### src/rtl/bitstop_pkg.sv
package bitstop_pkg;
  parameter int CNT_W = 4;
  localparam int FLAG_BIT = CNT_W - 2;
  localparam int STOP_BIT = CNT_W - 1;
  localparam logic [1:0] PH_IDLE = 2'b00;
  localparam logic [1:0] PH_RUN  = 2'b01;
  localparam logic [1:0] PH_DONE = 2'b11;
  localparam logic [1:0] PH_BAD  = 2'b10;
endpackage

### src/rtl/bitstop_rst_sync.sv
module bitstop_rst_sync #(
  parameter int STAGES = 2
) (
  input  logic clk,
  input  logic rst_n_in,
  output logic rst_n_out
);
  logic [STAGES-1:0] sync_q;

  always_ff @(posedge clk or negedge rst_n_in) begin
    if (!rst_n_in) sync_q <= '0;
    else           sync_q <= {sync_q[STAGES-2:0], 1'b1};
  end

  assign rst_n_out = sync_q[STAGES-1];
endmodule

### src/rtl/bitstop_ctrl.sv
module bitstop_ctrl
  import bitstop_pkg::*;
(
  input  logic       clk,
  input  logic       rst_n,
  input  logic       start,
  input  logic       cnt_flag_bit,
  input  logic       cnt_stop_bit,
  output logic [1:0] state,
  output logic       cmd_clear,
  output logic       cmd_inc,
  output logic       cmd_set_e,
  output logic       cmd_clr_e,
  output logic       cmd_set_f
);
  logic [1:0] state_q, state_d;

  always_comb begin
    state_d   = state_q;
    cmd_clear = 1'b0;
    cmd_inc   = 1'b0;
    cmd_set_e = 1'b0;
    cmd_clr_e = 1'b0;
    cmd_set_f = 1'b0;
    case (state_q)
      PH_IDLE: begin
        if (start) begin
          cmd_clear = 1'b1;
          state_d   = PH_RUN;
        end
      end
      PH_RUN: begin
        cmd_inc = 1'b1;
        if (!cnt_flag_bit) begin
          cmd_clr_e = 1'b1;
        end else begin
          cmd_set_e = 1'b1;
          if (cnt_stop_bit) state_d = PH_DONE;
        end
      end
      PH_DONE: begin
        cmd_set_f = 1'b1;
        state_d   = PH_IDLE;
      end
      default: state_d = PH_IDLE;
    endcase
  end

  always_ff @(posedge clk or negedge rst_n) begin
    if (!rst_n) state_q <= PH_IDLE;
    else        state_q <= state_d;
  end

  assign state = state_q;

  assert_idle_hold_R2: assert property (@(posedge clk) disable iff (!rst_n)
    (state_q == PH_IDLE && !start) |=> state_q == PH_IDLE);
  assert_start_enters_run_R3: assert property (@(posedge clk) disable iff (!rst_n)
    (state_q == PH_IDLE && start) |=> state_q == PH_RUN);
  assert_stop_exit_R6: assert property (@(posedge clk) disable iff (!rst_n)
    (state_q == PH_RUN && cnt_flag_bit && cnt_stop_bit) |=> state_q == PH_DONE);
  assert_keep_running_R5: assert property (@(posedge clk) disable iff (!rst_n)
    (state_q == PH_RUN && !cnt_flag_bit) |=> state_q == PH_RUN);
  assert_done_one_clock_R7: assert property (@(posedge clk) disable iff (!rst_n)
    (state_q == PH_DONE) |=> state_q == PH_IDLE);
  assert_no_unused_code_R8: assert property (@(posedge clk) disable iff (!rst_n)
    state_q != PH_BAD);
endmodule

### src/rtl/bitstop_datapath.sv
module bitstop_datapath
  import bitstop_pkg::*;
(
  input  logic             clk,
  input  logic             rst_n,
  input  logic             cmd_clear,
  input  logic             cmd_inc,
  input  logic             cmd_set_e,
  input  logic             cmd_clr_e,
  input  logic             cmd_set_f,
  output logic [CNT_W-1:0] count,
  output logic             flag_e,
  output logic             flag_f
);
  logic [CNT_W-1:0] cnt_q, cnt_d;
  logic             cnt_en, e_en, e_d, f_en, f_d;

  always_comb begin
    cnt_en = cmd_clear | cmd_inc;
    cnt_d  = cmd_clear ? '0 : cnt_q + CNT_W'(1);
    e_en   = cmd_set_e | cmd_clr_e;
    e_d    = cmd_set_e;
    f_en   = cmd_clear | cmd_set_f;
    f_d    = cmd_set_f;
  end

  always_ff @(posedge clk or negedge rst_n) begin
    if (!rst_n) begin
      cnt_q  <= '0;
      flag_e <= 1'b0;
      flag_f <= 1'b0;
    end else begin
      if (cnt_en) cnt_q  <= cnt_d;
      if (e_en)   flag_e <= e_d;
      if (f_en)   flag_f <= f_d;
    end
  end

  assign count = cnt_q;

  assert_clear_on_start_R3: assert property (@(posedge clk) disable iff (!rst_n)
    cmd_clear |=> (cnt_q == '0 && !flag_f && flag_e == $past(flag_e)));
  assert_count_step_R4: assert property (@(posedge clk) disable iff (!rst_n)
    cmd_inc |=> cnt_q == $past(cnt_q) + CNT_W'(1));
  assert_e_cleared_R5: assert property (@(posedge clk) disable iff (!rst_n)
    (cmd_inc && !cnt_q[FLAG_BIT]) |=> !flag_e);
  assert_e_set_R6: assert property (@(posedge clk) disable iff (!rst_n)
    (cmd_inc && cnt_q[FLAG_BIT]) |=> flag_e);
  assert_f_set_R7: assert property (@(posedge clk) disable iff (!rst_n)
    cmd_set_f |=> (flag_f && $stable(cnt_q)));
  assert_hold_idle_R2: assert property (@(posedge clk) disable iff (!rst_n)
    (!cmd_clear && !cmd_inc && !cmd_set_f) |=> ($stable(cnt_q) && $stable(flag_f)));
endmodule

### src/rtl/bitstop_sequencer.sv
module bitstop_sequencer
  import bitstop_pkg::*;
(
  input  logic             clk,
  input  logic             rst_n,
  input  logic             start,
  output logic [CNT_W-1:0] count,
  output logic             flag_e,
  output logic             flag_f,
  output logic [1:0]       phase
);
  logic rst_n_sync;
  logic cmd_clear, cmd_inc, cmd_set_e, cmd_clr_e, cmd_set_f;

  bitstop_rst_sync #(.STAGES(2)) u_rst_sync (
    .clk       (clk),
    .rst_n_in  (rst_n),
    .rst_n_out (rst_n_sync)
  );

  bitstop_ctrl u_ctrl (
    .clk          (clk),
    .rst_n        (rst_n_sync),
    .start        (start),
    .cnt_flag_bit (count[FLAG_BIT]),
    .cnt_stop_bit (count[STOP_BIT]),
    .state        (phase),
    .cmd_clear    (cmd_clear),
    .cmd_inc      (cmd_inc),
    .cmd_set_e    (cmd_set_e),
    .cmd_clr_e    (cmd_clr_e),
    .cmd_set_f    (cmd_set_f)
  );

  bitstop_datapath u_dp (
    .clk       (clk),
    .rst_n     (rst_n_sync),
    .cmd_clear (cmd_clear),
    .cmd_inc   (cmd_inc),
    .cmd_set_e (cmd_set_e),
    .cmd_clr_e (cmd_clr_e),
    .cmd_set_f (cmd_set_f),
    .count     (count),
    .flag_e    (flag_e),
    .flag_f    (flag_f)
  );

  assert_reset_state_R1: assert property (@(posedge clk)
    !rst_n |-> (phase == PH_IDLE && count == '0 && !flag_e && !flag_f));
  assert_run_ignores_start_R10: assert property (@(posedge clk) disable iff (!rst_n_sync)
    (phase == PH_RUN && count != '0) |-> $past(phase) == PH_RUN);
endmodule

### config.mk
export PLATFORM = sky130hd
export DESIGN_NAME = bitstop_sequencer
export DESIGN_NICKNAME = d
export VERILOG_FILES = /design/src/rtl/bitstop_pkg.sv /design/src/rtl/bitstop_rst_sync.sv /design/src/rtl/bitstop_ctrl.sv /design/src/rtl/bitstop_datapath.sv /design/src/rtl/bitstop_sequencer.sv
export SDC_FILE = /design/constraint.sdc
export NUM_CORES = 1
export LEC_CHECK = 0
export BUFFER_PORTS_ARGS = -buffer_cell sky130_fd_sc_hd__buf_4
export CORE_AREA = 3 3 40 42
export CTS_CLUSTER_SIZE = 24
export DETAILED_ROUTE_END_ITERATION = 10
export DIE_AREA = 0 0 43 45
export PLACE_DENSITY_LB_ADDON = 0.08
export SLEW_MARGIN = 20
export SYNTH_ARGS = -nofsm -noshare
export SYNTH_HDL_FRONTEND = slang
export SYNTH_SLANG_ARGS = --single-unit
### constraint.sdc
create_clock -name clk -period 0.9 [get_ports clk]
set_input_delay 0.135 -clock clk [delete_from_list [all_inputs] [get_ports clk]]
set_output_delay 0.135 -clock clk [all_outputs]
set_load 0.005 [all_outputs]
-- Word-level counts from Yosys, hierarchy flattened
Index checks and enable logic that the tools add are counted.
- register bits: 10
- latch bits: 0
- RAM bits: 0
- memory bits (read-only): 0
- bits of input ports: 3
- output and inout bits: 8
- logic and storage cells: 29
- memories kept: 0
- add/subtract/negate cells: 1
- multiply operators: 0
- div/mod/pow operators: 0
- magnitude comparators: 0
- equal/unequal tests: 5
- shifts and indexed selects: 0
- muxes and demuxes: 13
- bitwise logic cells: 3
- reduce and logical (&&, ||, !) cells: 2
- operator list (cell ; number):
    two-way mux 1 bit ; 8
    two-way mux 2 bit ; 3
    adder 4 x 1 -> 4 bit (second input constant) ; 1
    two-way mux 4 bit ; 1
    != test 2 x 1 -> 1 bit (second input constant) ; 2
    one-hot mux 2 bit (2 select lines) ; 1
    OR 1 bit ; 3
    AND reduction 3 bit ; 1
    equality test 2 x 1 -> 1 bit (second input constant) ; 1
    equality test 2 bit (second input constant) ; 1
    zero test 2 bit ; 1
    != test 2 bit (second input constant) ; 1

-- Logic depth before layout (Yosys ltp)
- depth after elaboration: 3
- depth in mapped cells: 4
- depth with buffers taken out: 4

-- By module
Synthesis repeated with hierarchy kept, for this count alone.
- cell total of the unflattened synthesis: 34
- area, all modules: 430.4 um2
- by module, submodules not included (module ; instances ; cells an instance ; area each (um2) ; seq. area each (um2)):
    bitstop_datapath ; 1 ; 22 ; 265.3 ; 150.1
    bitstop_ctrl ; 1 ; 9 ; 111.4 ; 50.0
    bitstop_rst_sync ; 1 ; 3 ; 53.8 ; 50.0

-- Least setup slack after synthesis
OpenSTA, ideal clock, no wires.
- kind: reg-to-reg
- start point: register u_ctrl.state_q[1] (netlist: u_ctrl.state[1])
- end point: register u_dp.flag_e
- data arrival time: 982 ps
- required time: 775 ps
- setup slack: -207 ps
- cell stages (with the launch flop): 3
- path buffers: 0
- clock period less this slack: 1107 ps
- path through: dfrtp_1 -> and2b_1 -> mux2_2
- word-level cells in the longest chain between the ends: 3
- elaborated cells between the ends (all ways): 4
- those cells by class: eq/ne: 1; mux: 2; bitwise: 1
- RTL lines (what ; RTL line ; text):
    start, declared ; bitstop_ctrl.sv:16 ; logic [1:0] state_q, state_d;
    start signal, assigned ; bitstop_ctrl.sv:51 ; else state_q <= state_d;
    equality test 2 x 1 -> 1 bit * ; bitstop_ctrl.sv:25 ; case (state_q)
    two-way mux 1 bit ; bitstop_ctrl.sv:25 ;
    OR 1 bit ; bitstop_datapath.sv:21 ; e_en = cmd_set_e | cmd_clr_e;
    end signal, assigned ; bitstop_datapath.sv:30 ; flag_e <= 1'b0;
    end signal, assigned ; bitstop_datapath.sv:34 ; if (e_en) flag_e <= e_d;
    end, declared ; bitstop_datapath.sv:12 ; output logic flag_e,
Every way passes the cells marked *; elsewhere a longest branch is shown, timed or not.
A chain may end at the register's enable or synchronous reset.

-- Worst setup path after layout
Ends and elaborated chain as after synthesis.

==> metrics.yaml <==
status:
  outcome: "finished with violations"
  violations: "setup timing"
placed_design:
  dp_hpwl_um: 640
  numPortBuffers: 10
  place_worst_setup_slack_ns: -0.171
  postPlaceCellArea_um2: 546
  placed_cells: 62
  place_congestion: 0.792
timing:
  setup_viol: 14
  skew_ns: 0.00249
  max_freq_mhz: 893
  layout_setup_ws_ns: -0.220
  setup_tns_ns: -1.52
  rsz0062_at_grt: "yes"
  whs_ns: 0.138
  hold_violations: 0
  min_period_ns: 1.12
  report.final.slew_viol_count: 0
  fin_crit_sh: 1.24
global_route:
  grt_overflow: 0
  grt_max_degree: 9
  grt_usage: 0.116
  grt_pass1_wl_mm: 1.59
  grt_pass1_vias: 360
  antenna_found_initial: 0
flow_run:
  cap_violations: 0
logic_synthesis:
  synth-compound-area-share: 0.0906
  synth_ff_type: "dfrtp_1"
  seq_area_frac_synth: 0.604
  ys_top_cells_by_count: "10 x dfrtp_1, 3 x nor2_1, 2 x a22o_1, 2 x buf_4, 2 x nand2b_1"
  synthesis.instances: 33
  synthesis.nets: 37
  synth_top_family_by_area: "simple AND/OR/NAND/NOR gates"
  avgSynthCellArea_um2: 12.5
  yosysMostFrequentCell: "dfrtp_1"
  synth_area_leader_cell: "dfrtp_1"
  yosys.area_share.simple: 0.133
  synth_edf_count: 0
  synth_area_leaders: "dfrtp_1 60%, a22o_1 4.2%, buf_4 3.6%"
  async_flop_share: 1.00
  synth_cell_types: 19
  synth_top_cell_area_share: 0.604
  synth.area.mux_share: 0.0876
  synthesis.area_um2: 414
  synth_fa_ha_area_frac: 0.0302
  synthXorXnorAreaFrac: 0
  synth_seq_cells: 10
  yosysWarningCount: 0
worst_setup_path:
  path_max_fanout: 5
  r2r.worst_path.cells: 2
  crit_type: "flop to flop"
  r2r_end: "u_dp.flag_e$_DFFE_PN0P_"
  worst_ep_arrival_time_ns: 1.27
  crit_path_cell_trace: "and2b_2 -> mux2_4"
  slowest_stage: "dfrtp_1"
  cp-start-kind: "flop"
  r2r-start: "u_ctrl.state[1]$_DFFE_PN0P_"
  r2r_slack_ns: -0.22
  cp-end-kind: "flop"
  slowest_delay_ns: 0.41
  cp.required_ns: 1.05
detailed_routing:
  drt.antenna.violating_nets: 0
  routed-via-count: 336
  routedWlPerCell_um: 12.7
  drc: 0
  drtIter0Drc: 2
  firstDrtPassIters: 4
  drt_wl_total_um: 914
  via_per_inst: 4.67
clocking:
  clock_sinks: 10
  clockRootBuffer: "clkbuf_4"
  clk_latency_ns: 0.26
  cts_buffer_depth: 2
  cts_tree: "yes"
  htreeDepth: 1
  cts_buffers: 3
  clk_pin_slew_ns: 0.06
finish:
  fin_area_um2: 702
  nFillCells: 107
  nNetsFinal: 63
  drive_gt1_frac: 0.649
  diodes: 0
  area_growth_pct: 69.5
  final_cells: 72
floorplan:
  dieArea_um2: 1940
  fp-row-count: 13
  die_x_um: 43
  die_h_um: 45
  coreArea_um2: 1280
  start_util: 0.322
  io_pins: 11
power_and_ir_drop:
  power_leakage_nw: 0.344
  power_density_nw_per_um2: 3740
  ir_worst_vdd_mv: 1.44
worst_hold_path:
  hp-class: "flop to asynchronous set/reset pin"
-- worst max-delay path, delay by kind of cell, from the launching register on --
family,cells,cell delay [ns]
DFF,1,0.41
muxes,1,0.31
and+or+nand+nor,1,0.29
-- sequential cells by signal, summed over array words and instances, names as in the netlist --
signal,flops
u_dp.count,4
u_ctrl.state,2
u_rst_sync.sync_q,2
u_dp.flag_e,1
u_dp.flag_f,1
-- logic make-up (layout without fill, tap and decap cells) --
group | Yosys count | count (layout)
mux | 3 | 3
other cells | 1 | 1
simple gates | 10 | 10
flops | 10 | 10
buf+inv | 3 | 27
compound gates | 5 | 5
fa+ha+maj | 1 | 1
-- worst max-delay path by stage --
stage	slack, ns	startpoint	cells after the start	to
2_1_floorplan	-0.17	u_ctrl.state[1]$_DFFE_PN0P_	2	u_dp.flag_e$_DFFE_PN0P_
3_3_place_gp	-0.16	u_ctrl.state[1]$_DFFE_PN0P_	2	u_dp.flag_e$_DFFE_PN0P_
3_5_place_dp	-0.17	u_dp.count[1]$_DFFE_PN0P_	4	u_dp.count[2]$_DFFE_PN0P_
4_1_cts	-0.19	u_ctrl.state[1]$_DFFE_PN0P_	2	u_dp.flag_e$_DFFE_PN0P_
5_1_grt	-0.25	u_dp.count[1]$_DFFE_PN0P_	4	u_dp.count[2]$_DFFE_PN0P_
6_report	-0.22	u_ctrl.state[1]$_DFFE_PN0P_	2	u_dp.flag_e$_DFFE_PN0P_
-- power by group --
| part | total [W] | switching, W | internal [W] |
|---|---|---|---|
| clock network | 0.000295 | 0.000141 | 0.000154 |
| registers | 0.000784 | 0.000152 | 0.000632 |
| logic | 0.00155 | 0.000518 | 0.00103 |
| total | 0.00263 | 0.000811 | 0.00181 |
-- final cells by class --
type	instances	area (um^2)	share of cell area
clock buffers	3	22.5	0.0321
inverters	1	3.75	0.00535
multi-input cells	20	181	0.258
flip-flops and latches	10	251	0.358
well taps	15	18.8	0.0267
repair buffers	23	224	0.319
-- metrics by stage --
| stage | util | power [W] |
|---|---|---|
| after floorplan | - | 0.00136 |
| after global placement | 0.425 | 0.00182 |
| after detailed placement | 0.425 | 0.00185 |
| after CTS | 0.521 | 0.00254 |
| after global routing | 0.546 | 0.00284 |
| final | 0.546 | 0.00263 |
-- cells in the final DEF, fill, tap and decap left out, drive strengths merged --
master and n:
mux2i 1, a22o 2, a41oi 1, inv 1, buf 22, dlygate4sd3 1, and3 1, ha 1
conb 1, nand2b 2, nor2 3, or2 1, a31oi 1, dfrtp 10, nand3 1, a21oi 1
and2b 1, clkbuf 3, nand2 1, mux2 2
-- per-layer routing --
| layer | vias to the layer above | routed length, um | share of wire | global-route usage |
|---|---|---|---|---|
| met3 | 4 | 57 | 0.062 | 0.0398 |
| met5 | - | 0 | 0 | 0 |
| met4 | 0 | 17 | 0.019 | 0.0723 |
| met2 | 11 | 446 | 0.49 | 0.183 |
| li1 | 161 | - | - | - |
| met1 | 160 | 393 | 0.43 | 0.135 |
-- what timing repair did --
action                     in CTS  in global routing
pin swaps                       3                  3
hold buffers                    1                  0
resized for setup              13                  7
setup endpoints to repair      16                 16
setup buffers                   6                  0
hold endpoints to repair        2                  0
Note: power is estimated with default switching activity, not from simulation.
